`src/rtl/csl_pkg.sv`:
```
package csl_pkg;
   typedef struct packed {
      logic lvl;
      logic rise;
      logic fall;
   } sig_ev_t;

   localparam int CSL_MIN_STAGES = 2;
endpackage

```
`src/rtl/csl_sync_edge.sv`:
```
module csl_sync_edge
   import csl_pkg::*;
#(
   parameter int STAGES   = 2,
   parameter bit WITH_EDGE = 1'b1
) (
   input  logic    clk,
   input  logic    rst,
   input  logic    async_in,
   output sig_ev_t ev
);
   initial begin
      if (STAGES < CSL_MIN_STAGES) $error("csl_sync_edge: STAGES below minimum");
   end

   logic [STAGES-1:0] pipe_q;

   always_ff @(posedge clk or posedge rst) begin
      if (rst) pipe_q <= '0;
      else     pipe_q <= {pipe_q[STAGES-2:0], async_in};
   end

   generate
      if (WITH_EDGE) begin : g_edge
         logic prev_q;
         always_ff @(posedge clk or posedge rst) begin
            if (rst) prev_q <= 1'b0;
            else     prev_q <= pipe_q[STAGES-1];
         end
         assign ev.lvl  = pipe_q[STAGES-1];
         assign ev.rise = pipe_q[STAGES-1] & ~prev_q;
         assign ev.fall = ~pipe_q[STAGES-1] & prev_q;
      end else begin : g_level
         assign ev.lvl  = pipe_q[STAGES-1];
         assign ev.rise = 1'b0;
         assign ev.fall = 1'b0;
      end
   endgenerate
endmodule

```
`src/rtl/csl_shift_core.sv`:
```
module csl_shift_core #(
   parameter int CH = 4
) (
   input  logic          clk,
   input  logic          rst,
   input  logic          sck_rise,
   input  logic          sck_fall,
   input  logic          lat_rise,
   input  logic          lat_lvl,
   input  logic          din,
   input  logic [CH-1:0] flt,
   output logic [CH-1:0] sr_q,
   output logic [CH-1:0] out_q
);
   initial begin
      if (CH < 2) $error("csl_shift_core: CH must be at least 2");
   end

   logic pend_q;
   logic do_shift;
   logic do_load;

   assign do_shift = (sck_rise & ~lat_lvl) | (sck_fall & lat_lvl & ~pend_q);
   assign do_load  = sck_fall & lat_lvl & pend_q;

   always_ff @(posedge clk or posedge rst) begin
      if (rst) begin
         sr_q   <= '0;
         out_q  <= '0;
         pend_q <= 1'b0;
      end else begin
         if (lat_rise) begin
            out_q  <= sr_q;
            pend_q <= 1'b1;
         end else if (do_load) begin
            pend_q <= 1'b0;
         end
         if (do_load)       sr_q <= flt;
         else if (do_shift) sr_q <= {sr_q[CH-2:0], din};
      end
   end

   // a rising serial clock with the strobe low shifts the serial input in
   p_shift_in_r1: assert property (@(posedge clk) disable iff (rst)
      (sck_rise && !lat_lvl) |=> (sr_q[0] == $past(din)) && (sr_q[CH-1:1] == $past(sr_q[CH-2:0])));

   // the output register only moves on a strobe rise
   p_hold_out_r3: assert property (@(posedge clk) disable iff (rst)
      !lat_rise |=> $stable(out_q));

   // the commit takes the holding register
   p_commit_val_r3: assert property (@(posedge clk) disable iff (rst)
      lat_rise |=> out_q == $past(sr_q));

   // a rising serial clock with the strobe high leaves the register alone
   p_rise_hi_r4: assert property (@(posedge clk) disable iff (rst)
      (sck_rise && lat_lvl) |=> $stable(sr_q));

   // no serial-clock edge, no change
   p_quiet_r4: assert property (@(posedge clk) disable iff (rst)
      !(sck_rise || sck_fall) |=> $stable(sr_q));

   // the load after a strobe rise happens at most once
   p_load_once_r5: assert property (@(posedge clk) disable iff (rst)
      (sck_fall && lat_lvl && !lat_rise) |=> !pend_q);
endmodule

```
`src/rtl/csl_chain_port.sv`:
```
module csl_chain_port
   import csl_pkg::*;
#(
   parameter int CH          = 4,
   parameter int SYNC_STAGES = 2
) (
   input  logic          clk,
   input  logic          rst,
   input  logic          ser_clk,
   input  logic          ser_din,
   input  logic          ser_latch,
   output logic          ser_dout,
   input  logic          en_n,
   input  logic [CH-1:0] flt_in,
   output logic [CH-1:0] drv_state,
   output logic [CH-1:0] drv_on
);
   sig_ev_t       ev_sck, ev_lat, ev_din;
   logic [CH-1:0] sr_w;
   logic [CH-1:0] out_w;

   csl_sync_edge #(.STAGES(SYNC_STAGES), .WITH_EDGE(1'b1)) u_sync_sck (
      .clk(clk), .rst(rst), .async_in(ser_clk), .ev(ev_sck));
   csl_sync_edge #(.STAGES(SYNC_STAGES), .WITH_EDGE(1'b1)) u_sync_lat (
      .clk(clk), .rst(rst), .async_in(ser_latch), .ev(ev_lat));
   csl_sync_edge #(.STAGES(SYNC_STAGES), .WITH_EDGE(1'b0)) u_sync_din (
      .clk(clk), .rst(rst), .async_in(ser_din), .ev(ev_din));

   csl_shift_core #(.CH(CH)) u_core (
      .clk      (clk),
      .rst      (rst),
      .sck_rise (ev_sck.rise),
      .sck_fall (ev_sck.fall),
      .lat_rise (ev_lat.rise),
      .lat_lvl  (ev_lat.lvl),
      .din      (ev_din.lvl),
      .flt      (flt_in),
      .sr_q     (sr_w),
      .out_q    (out_w)
   );

   assign ser_dout  = sr_w[CH-1];
   assign drv_state = out_w;

   generate
      for (genvar c = 0; c < CH; c++) begin : g_gate
         assign drv_on[c] = out_w[c] & ~en_n;
      end
   endgenerate

   // reset state holds one cycle after rst drops
   p_reset_clear_r7: assert property (@(posedge clk)
      $fell(rst) |-> (drv_state == '0) && (ser_dout == 1'b0));

   // disabled channels never drive
   p_gate_off_r8: assert property (@(posedge clk) disable iff (rst)
      en_n |-> drv_on == '0);
endmodule

```
`config.mk`:
```
export PLATFORM = sky130hd
export DESIGN_NAME = csl_chain_port
export DESIGN_NICKNAME = d
export VERILOG_FILES = /design/src/rtl/csl_pkg.sv /design/src/rtl/csl_sync_edge.sv /design/src/rtl/csl_shift_core.sv /design/src/rtl/csl_chain_port.sv
export SDC_FILE = /design/constraint.sdc
export NUM_CORES = 1
export LEC_CHECK = 0
export CAP_MARGIN = 30
export CORE_MARGIN = 2
export CORE_UTILIZATION = 40
export DETAILED_ROUTE_END_ITERATION = 6
export PLACE_DENSITY = 0.71
export SKIP_CTS_REPAIR_TIMING = 1
export SLEW_MARGIN = 10
export SYNTH_ARGS = -nofsm -noshare
export SYNTH_HDL_FRONTEND = slang
export SYNTH_HIERARCHICAL = 1
export SYNTH_SLANG_ARGS = --single-unit
```
`constraint.sdc`:
```
create_clock -name clk -period 1.43 [get_ports clk]
set_clock_uncertainty 0.1 [all_clocks]
set_input_delay 0.3575 -clock clk [delete_from_list [all_inputs] [get_ports clk]]
set_output_delay 0.3575 -clock clk [all_outputs]
set_load 0.05 [all_outputs]
```
# After elaboration in Yosys (flattened, before gate mapping)
# Cells that the tools add are included.
# totals
ff_bits,17
out_inout_bits,9
inputBits,10
word_cells,32
# classes
n_reduce_logical,2
muxes,4
bitwise_logic,18
# ops
op,n
$and A1 B1 Y1,11
$mux W4,2
$not A1 Y1,6
$reduce_bool A2 Y1,2
$mux W1,2
$or A1 B1 Y1,1

# Depth between registers and ports, before layout
# Gate-level depths: netlist (run 1).
# logic_depth
depth_word,7
depth_mapped,4
mapped_depth_nobuf,4

# Cells and area by module
# The synthesis (run 1) kept the hierarchy.
# modules_own_cells
mod,seq_area_each_um2,cells_per_inst,instances,area_per_inst_um2
csl_shift_core,225.2,27,1,376.6
csl_sync_edge at u_sync_lat ...,75.1,7,2,101.3
csl_sync_edge at u_sync_din,50.0,7,1,80.1
csl_chain_port,0.0,4,1,25.0

# Worst setup path after synthesis (run 1)
# Ideal clock, no wire load.
# synth_timing
path_type,register -> output
start,reg u_core.out_q[0]
end,out drv_on[0]
t_required_ns,0.973
arrival_time_ns,1.401
path_slack_ns,-0.428
path_buffers,0
stages_incl_launch_ff,2
path_cell_list,dfrtp_1 nor2b_1
# synth_via
elab_chain_cells,1
# synth_rtl
element,line,rtl
"start, declared",csl_shift_core.sv:13,output logic [CH-1:0] out_q
"start signal, assigned",csl_shift_core.sv:33,out_q <= sr_q;
$and A1 B1 Y1,csl_chain_port.sv:47,assign drv_on[c] = out_w[c] & ~en_n;
"end, declared",csl_chain_port.sv:16,output logic [CH-1:0] drv_on
# Every way passes these cells.

# Final worst setup path (run 1)
# layout_timing
start,reg u_core.out_q[2]
end,out drv_on[2]
# The elaborated chain is that of the path after synthesis.

==> results of run 1 <==
worst paths after layout:
check,endpoint,cells past startpoint
setup / recovery,drv_on[2],2
max in group asynchronous,u_core/out_q[2]$_DFFE_PP0P_,2
setup reg to reg,u_core/sr_q[1]$_DFFE_PP0P_,4
hold / removal,u_sync_lat/pipe_q[0]$_DFF_PP0_,2
hold reg to reg,u_sync_din/pipe_q[1]$_DFF_PP0_,0
min in group clk,u_sync_din/pipe_q[1]$_DFF_PP0_,0
cells in the final DEF (no fill, tap or decap), drive strengths merged:
cell type,count
a21o,5
a22o,4
and2b,1
and3,1
buf,15
clkbuf,4
clkdlybuf4s50,8
dfrtp,17
dlymetal6s2s,1
inv,4
mux2,4
mux2i,1
nand2,1
nor2,1
nor2b,6
worst reg2reg max path, stage by stage (launching register included):
cell and delay [ps]:
dfrtp_1 400, and2b_2 230, and3_4 180, a22o_1 230, a21o_1 150
power by group through the flow:
stage	sequential [µW]	clock [µW]	combinational (µW)
3_3_place_gp	666	0	740
3_5_place_dp	672	0	746
6_report	649	244	823
2_1_floorplan	791	0	235
5_1_grt	662	277	857
4_1_cts	663	254	747
stage by stage:
stage	instances	TNS [ps]	setup WS (ps)	hold WS, ps
2_1_floorplan	47	0	70.6	-1.32
3_3_place_gp	82	-902	-228	233
3_5_place_dp	82	-959	-248	237
4_1_cts	86	-1000	-243	214
5_1_grt	89	-359	-77.4	227
6_report	89	-83.4	-29.1	227
state kept, by name, indices dropped and copies added (netlist names):
signal                    cells
u_core/pend_q                 1
u_sync_din/pipe_q             2
u_sync_sck/g_edge.prev_q      1
u_sync_sck/pipe_q             2
u_sync_lat/pipe_q             2
u_sync_lat/g_edge.prev_q      1
u_core/sr_q                   4
u_core/out_q                  4
per-layer routing:
metal  vias up  wire, µm  part of all wire [%]
met5         -         0                     0
met4         0        18                   1.4
met3         2        62                   4.9
met2         8       639                    51
met1       218       544                    43
li1        208         -                     -
cell type report:
type | instances | area (µm²) | area share [%]
Sequential cell | 17 | 430 | 40.4
Multi-Input combinational cell | 24 | 240 | 22.6
Timing Repair Buffer | 24 | 333 | 31.3
Tap cell | 16 | 20.0 | 1.88
Inverter | 4 | 15.0 | 1.41
Clock buffer | 4 | 26.3 | 2.47
==> impl_metrics.json, run 1 <==
{
  "row_count": 14,
  "antenna_found_initial": 0,
  "period_share_pct": 102,
  "grt_pass1_vias": 473,
  "fmax_mhz": 685,
  "avgSynthCellArea_um2": 13.8,
  "use_met1_pct": 20.1,
  "vias": 436,
  "die_h_um": 44.3,
  "finalWeightedCongestion": 0.716,
  "drtIter0Drc": 5,
  "path_buf_inv": 1,
  "fp.coreArea_um2": 1510,
  "viasPerCell": 4.90,
  "drc": 0,
  "outcome": "finished, violations left",
  "r2r-start": "u_sync_sck/g_edge.prev_q$_DFF_PP0_",
  "grt_setup_unrepaired": "true",
  "io_buffers": 18,
  "top_usage_layer": "met2",
  "min-delay-path-class": "in -> async",
  "cp_slowest_cell": "dfrtp_2",
  "crit_required_ps": 970,
  "grt_pass1_wl_um": 2090,
  "numCtsBuffers": 3,
  "hold_viol": 0,
  "dpl_cell_area_um2": 982,
  "start_util_pct": 43.1,
  "cp-start-kind": "flop",
  "worst_slack_ps": -29.1,
  "crit_chain": "nor2b_4 > buf_12",
  "io_pins": 19,
  "cts_htree_levels": 1,
  "path_clk_slew_ps": 100,
  "drive_gt1_share_pct": 47.9,
  "switching_share_pct": 34.1,
  "n_antenna_cell": 0,
  "root_buffer": "clkbuf_4",
  "powerDensity_nw_per_um2": 1610,
  "power_uw": 1720,
  "cap_violations": 0,
  "first_pass_iters": 3,
  "violations": "negative setup slack",
  "antenna_left": 0,
  "grtUsageMet2_pct": 22.4,
  "syn_inst": 47,
  "reg2reg_slack_ps": 30,
  "cts_tree": "yes",
  "wl_per_cell_um": 14.2,
  "nets": 84,
  "power_switching_uw": 585,
  "critPathMaxStageDelay_ps": 440,
  "clk_path_buf_depth": 2,
  "nFillCells": 110,
  "grt_max_degree": 10,
  "p_leak_uw": 0.000510,
  "wl_um": 1260,
  "cp_top_family": "flip-flops",
  "drv_slew": 0,
  "syn_area_um2": 649,
  "clock_sinks": 17,
  "combPwrFrac_pct": 47.9,
  "startpoint": "u_core/out_q[2]$_DFFE_PP0P_",
  "syn2layout_area_growth_pct": 64.0,
  "p_int_uw": 1130,
  "peakVddDrop_v": 0.000921,
  "gr-total-overflow": 0,
  "worst_slew_pin_slew_ps": 344,
  "timing.final.crit_period_ps": 1460,
  "cp.arrival_ps": 1000,
  "die_w_um": 44.3,
  "setup_viol": 5,
  "design.die.area_um2": 1960,
  "slew_headroom_pct": 77.0,
  "yosysWarningCount": 6,
  "synth_fp_nets": 57,
  "clk_latency_ps": 280,
  "grtUsageMet3_pct": 4.08,
  "place_hpwl_um": 939,
  "cp_max_fo": 3,
  "p_clk_share_pct": 14.2,
  "stdcell_area_um2": 1060,
  "crit_path_end_kind": "output pin",
  "final_core_util_pct": 70.7,
  "power_frac_seq_pct": 37.8,
  "crit_type": "reg -> out",
  "track_usage_pct": 14.9
}
Power figures use the tool's default switching activity.
==> inputs of run 2 (changes only) <==
--- a/config.mk
+++ b/config.mk
@@ -7,9 +7,9 @@
 export LEC_CHECK = 0
 export CAP_MARGIN = 30
 export CORE_MARGIN = 2
-export CORE_UTILIZATION = 40
+export CORE_UTILIZATION = 45
 export DETAILED_ROUTE_END_ITERATION = 6
-export PLACE_DENSITY = 0.71
+export PLACE_DENSITY = 0.76
 export SKIP_CTS_REPAIR_TIMING = 1
 export SLEW_MARGIN = 10
 export SYNTH_ARGS = -nofsm -noshare
==> constraint.sdc (replaced) <==
create_clock -name clk -period 1.5 [get_ports clk]
set_clock_uncertainty 0.1 [all_clocks]
set_input_delay 0.375 -clock clk [delete_from_list [all_inputs] [get_ports clk]]
set_output_delay 0.375 -clock clk [all_outputs]
set_load 0.05 [all_outputs]
==> run 2 against run 1 <==
Effect of this change:
- the run now ends clean
- sequential power is 4.6% lower
- worst hold slack better by 16 ps
- register-to-register slack better by 50 ps
- power is 7.9% lower
- via count stayed put
- cell count is 4.5% lower
- die area is 10% lower
- first-iteration DRC count is 60% lower
- clock-buffer cell count is 1 lower
- critical path type unchanged
==> impl_metrics.json, run 2 (synthesis gave the netlist of run 1 again) <==
{
  "cp_slowest_cell": "dfrtp_2",
  "stdcell_area_um2": 1030,
  "io_buffers": 18,
  "wl_per_cell_um": 13.9,
  "wl_um": 1180,
  "timing.final.crit_period_ps": 1480,
  "met2_length_um": 614,
  "die_w_um": 42.0,
  "wl_met3_um": 52,
  "cp_max_fo": 3,
  "switching_share_pct": 34.5,
  "peakVddDrop_v": 0.00122,
  "reg2regPathDepth": 4,
  "routed.top_layer": "met4",
  "combPwrFrac_pct": 46.3,
  "antenna_left": 0,
  "p_int_uw": 1040,
  "power_switching_uw": 546,
  "final_cell_count_no_fill": 85,
  "crit_chain": "nor2b_4 > buf_12",
  "r2r_end": "u_core/sr_q[3]$_DFFE_PP0P_",
  "vias": 436,
  "hold_viol": 0,
  "grt_pass1_vias": 447,
  "cp-start-kind": "flop",
  "row_count": 13,
  "r2r-start": "u_sync_sck/pipe_q[1]$_DFF_PP0_",
  "grt_pass1_wl_um": 2100,
  "drv_slew": 0,
  "period_share_pct": 98.8,
  "met1_length_um": 509,
  "antenna_found_initial": 0,
  "crit_path_end_kind": "output pin",
  "fp.coreArea_um2": 1320,
  "start_util_pct": 49.3,
  "drive_gt1_share_pct": 45.7,
  "clk_latency_ps": 280,
  "cts_tree": "yes",
  "place_hpwl_um": 952,
  "startpoint": "u_core/out_q[1]$_DFFE_PP0P_",
  "reg2reg_slack_ps": 80,
  "cp.arrival_ps": 1010,
  "slew_headroom_pct": 77.2,
  "reg_top3": "u_core/out_q x4, u_core/sr_q x4",
  "crit_type": "reg -> out",
  "setup_viol": 0,
  "worst_slew_pin_slew_ps": 342,
  "outcome": "finished, final reports clean",
  "clock_sinks": 17,
  "clk_path_buf_depth": 2,
  "dpl_cell_area_um2": 973,
  "first_pass_iters": 3,
  "root_buffer": "clkbuf_4",
  "numCtsBuffers": 3,
  "powerDensity_nw_per_um2": 1540,
  "track_usage_pct": 16.3,
  "viasPerCell": 5.13,
  "endpoint": "drv_on[1]",
  "cts_htree_levels": 1,
  "power_frac_seq_pct": 39.2,
  "n_antenna_cell": 0,
  "gr-total-overflow": 0,
  "nets": 81,
  "drc": 0,
  "grt_setup_unrepaired": "true",
  "drtIter0Drc": 2,
  "fmax_mhz": 675,
  "path_clk_slew_ps": 90,
  "placed_cells_incl_taps": 80,
  "layout_commonest_cell": "dfrtp_1",
  "critPathMaxStageDelay_ps": 410,
  "mostFrequentLayoutCells": "dfrtp_1, buf_12, clkdlybuf4s50_1",
  "crit_required_ps": 1020,
  "cap_violations": 0,
  "p_leak_uw": 0.000495,
  "die_h_um": 42.0,
  "grt_max_degree": 11,
  "finalWeightedCongestion": 0.681,
  "min-delay-path-class": "in -> async",
  "nFillCells": 84,
  "p_clk_share_pct": 14.5,
  "io_pins": 19,
  "syn2layout_area_growth_pct": 58.4,
  "design.die.area_um2": 1760
}
==> run 2: cell types whose count changed in the layout (fill, tap and decap cells not counted) <==
cell | previous run | this run
buf_6 | 4 | 1
clkbuf_1 | 1 | 0
clkinv_2 | 0 | 1
nor2b_1 | 1 | 2
nor2b_2 | 1 | 0
==> run 2: worst min path at each step <==
stage | start | end
2_1_floorplan | rst | u_sync_din/pipe_q[0]$_DFF_PP0_
3_3_place_gp | u_sync_lat/pipe_q[0]$_DFF_PP0_ | u_sync_lat/pipe_q[1]$_DFF_PP0_
3_5_place_dp | u_sync_din/pipe_q[0]$_DFF_PP0_ | u_sync_din/pipe_q[1]$_DFF_PP0_
4_1_cts | rst | u_sync_din/pipe_q[0]$_DFF_PP0_
5_1_grt | rst | u_sync_din/pipe_q[1]$_DFF_PP0_
6_report | rst | u_sync_din/pipe_q[0]$_DFF_PP0_
==> run 2: cell type report <==
type / count / area, µm² / share of cell area, %
well taps: 15 / 18.8 / 1.82
clock buffers: 3 / 22.5 / 2.19
multi-input cells: 24 / 238 / 23.1
inverters: 4 / 15.0 / 1.46
flip-flops and latches: 17 / 430 / 41.8
clock inverters: 1 / 5.00 / 0.487
repair buffers: 21 / 299 / 29.1
==> run 2: critical path, delay by kind of cell, from the launching register on <==
kind	cells	cell delay, ps
buffers and inverters	1	140
DFF	1	410
and+or+nand+nor	1	180
==> run 2: power groups by stage <==
stage / clock network (µW) / logic [µW] / registers, µW
final: 229 / 732 / 619
after global routing: 267 / 757 / 627
after CTS: 241 / 713 / 624
after detailed placement: 0 / 712 / 634
after global placement: 0 / 700 / 629
after floorplan: 0 / 224 / 754
==> run 2: through the flow <==
stage / setup slack, ps / hold slack (ps) / utilization (%) / total power (µW) / setup TNS [ps]
finish: 18.4 / 243 / 78.1 / 1580 / 0
global route: -31.9 / 230 / 78.1 / 1650 / -70.8
CTS: -245 / 236 / 76.0 / 1580 / -946
detailed placement: -245 / 239 / 73.9 / 1350 / -946
global placement: -185 / 232 / 73.9 / 1330 / -737
floorplan: 140 / 16.2 / - / 978 / 0
==> run 2: routing by layer <==
layer	GRT usage, %	vias to the layer above
li1	-	203
met1	19.3	220
met2	26.9	11
met3	4.74	2
met4	7.74	0
met5	0	-
==> inputs of run 3 (changes only) <==
--- a/config.mk
+++ b/config.mk
@@ -5,7 +5,6 @@
 export SDC_FILE = /design/constraint.sdc
 export NUM_CORES = 1
 export LEC_CHECK = 0
-export CAP_MARGIN = 30
 export CORE_MARGIN = 2
 export CORE_UTILIZATION = 45
 export DETAILED_ROUTE_END_ITERATION = 6
==> results of run 3 <==
The final DEF is identical to that of run 2; final timing and power are the same.
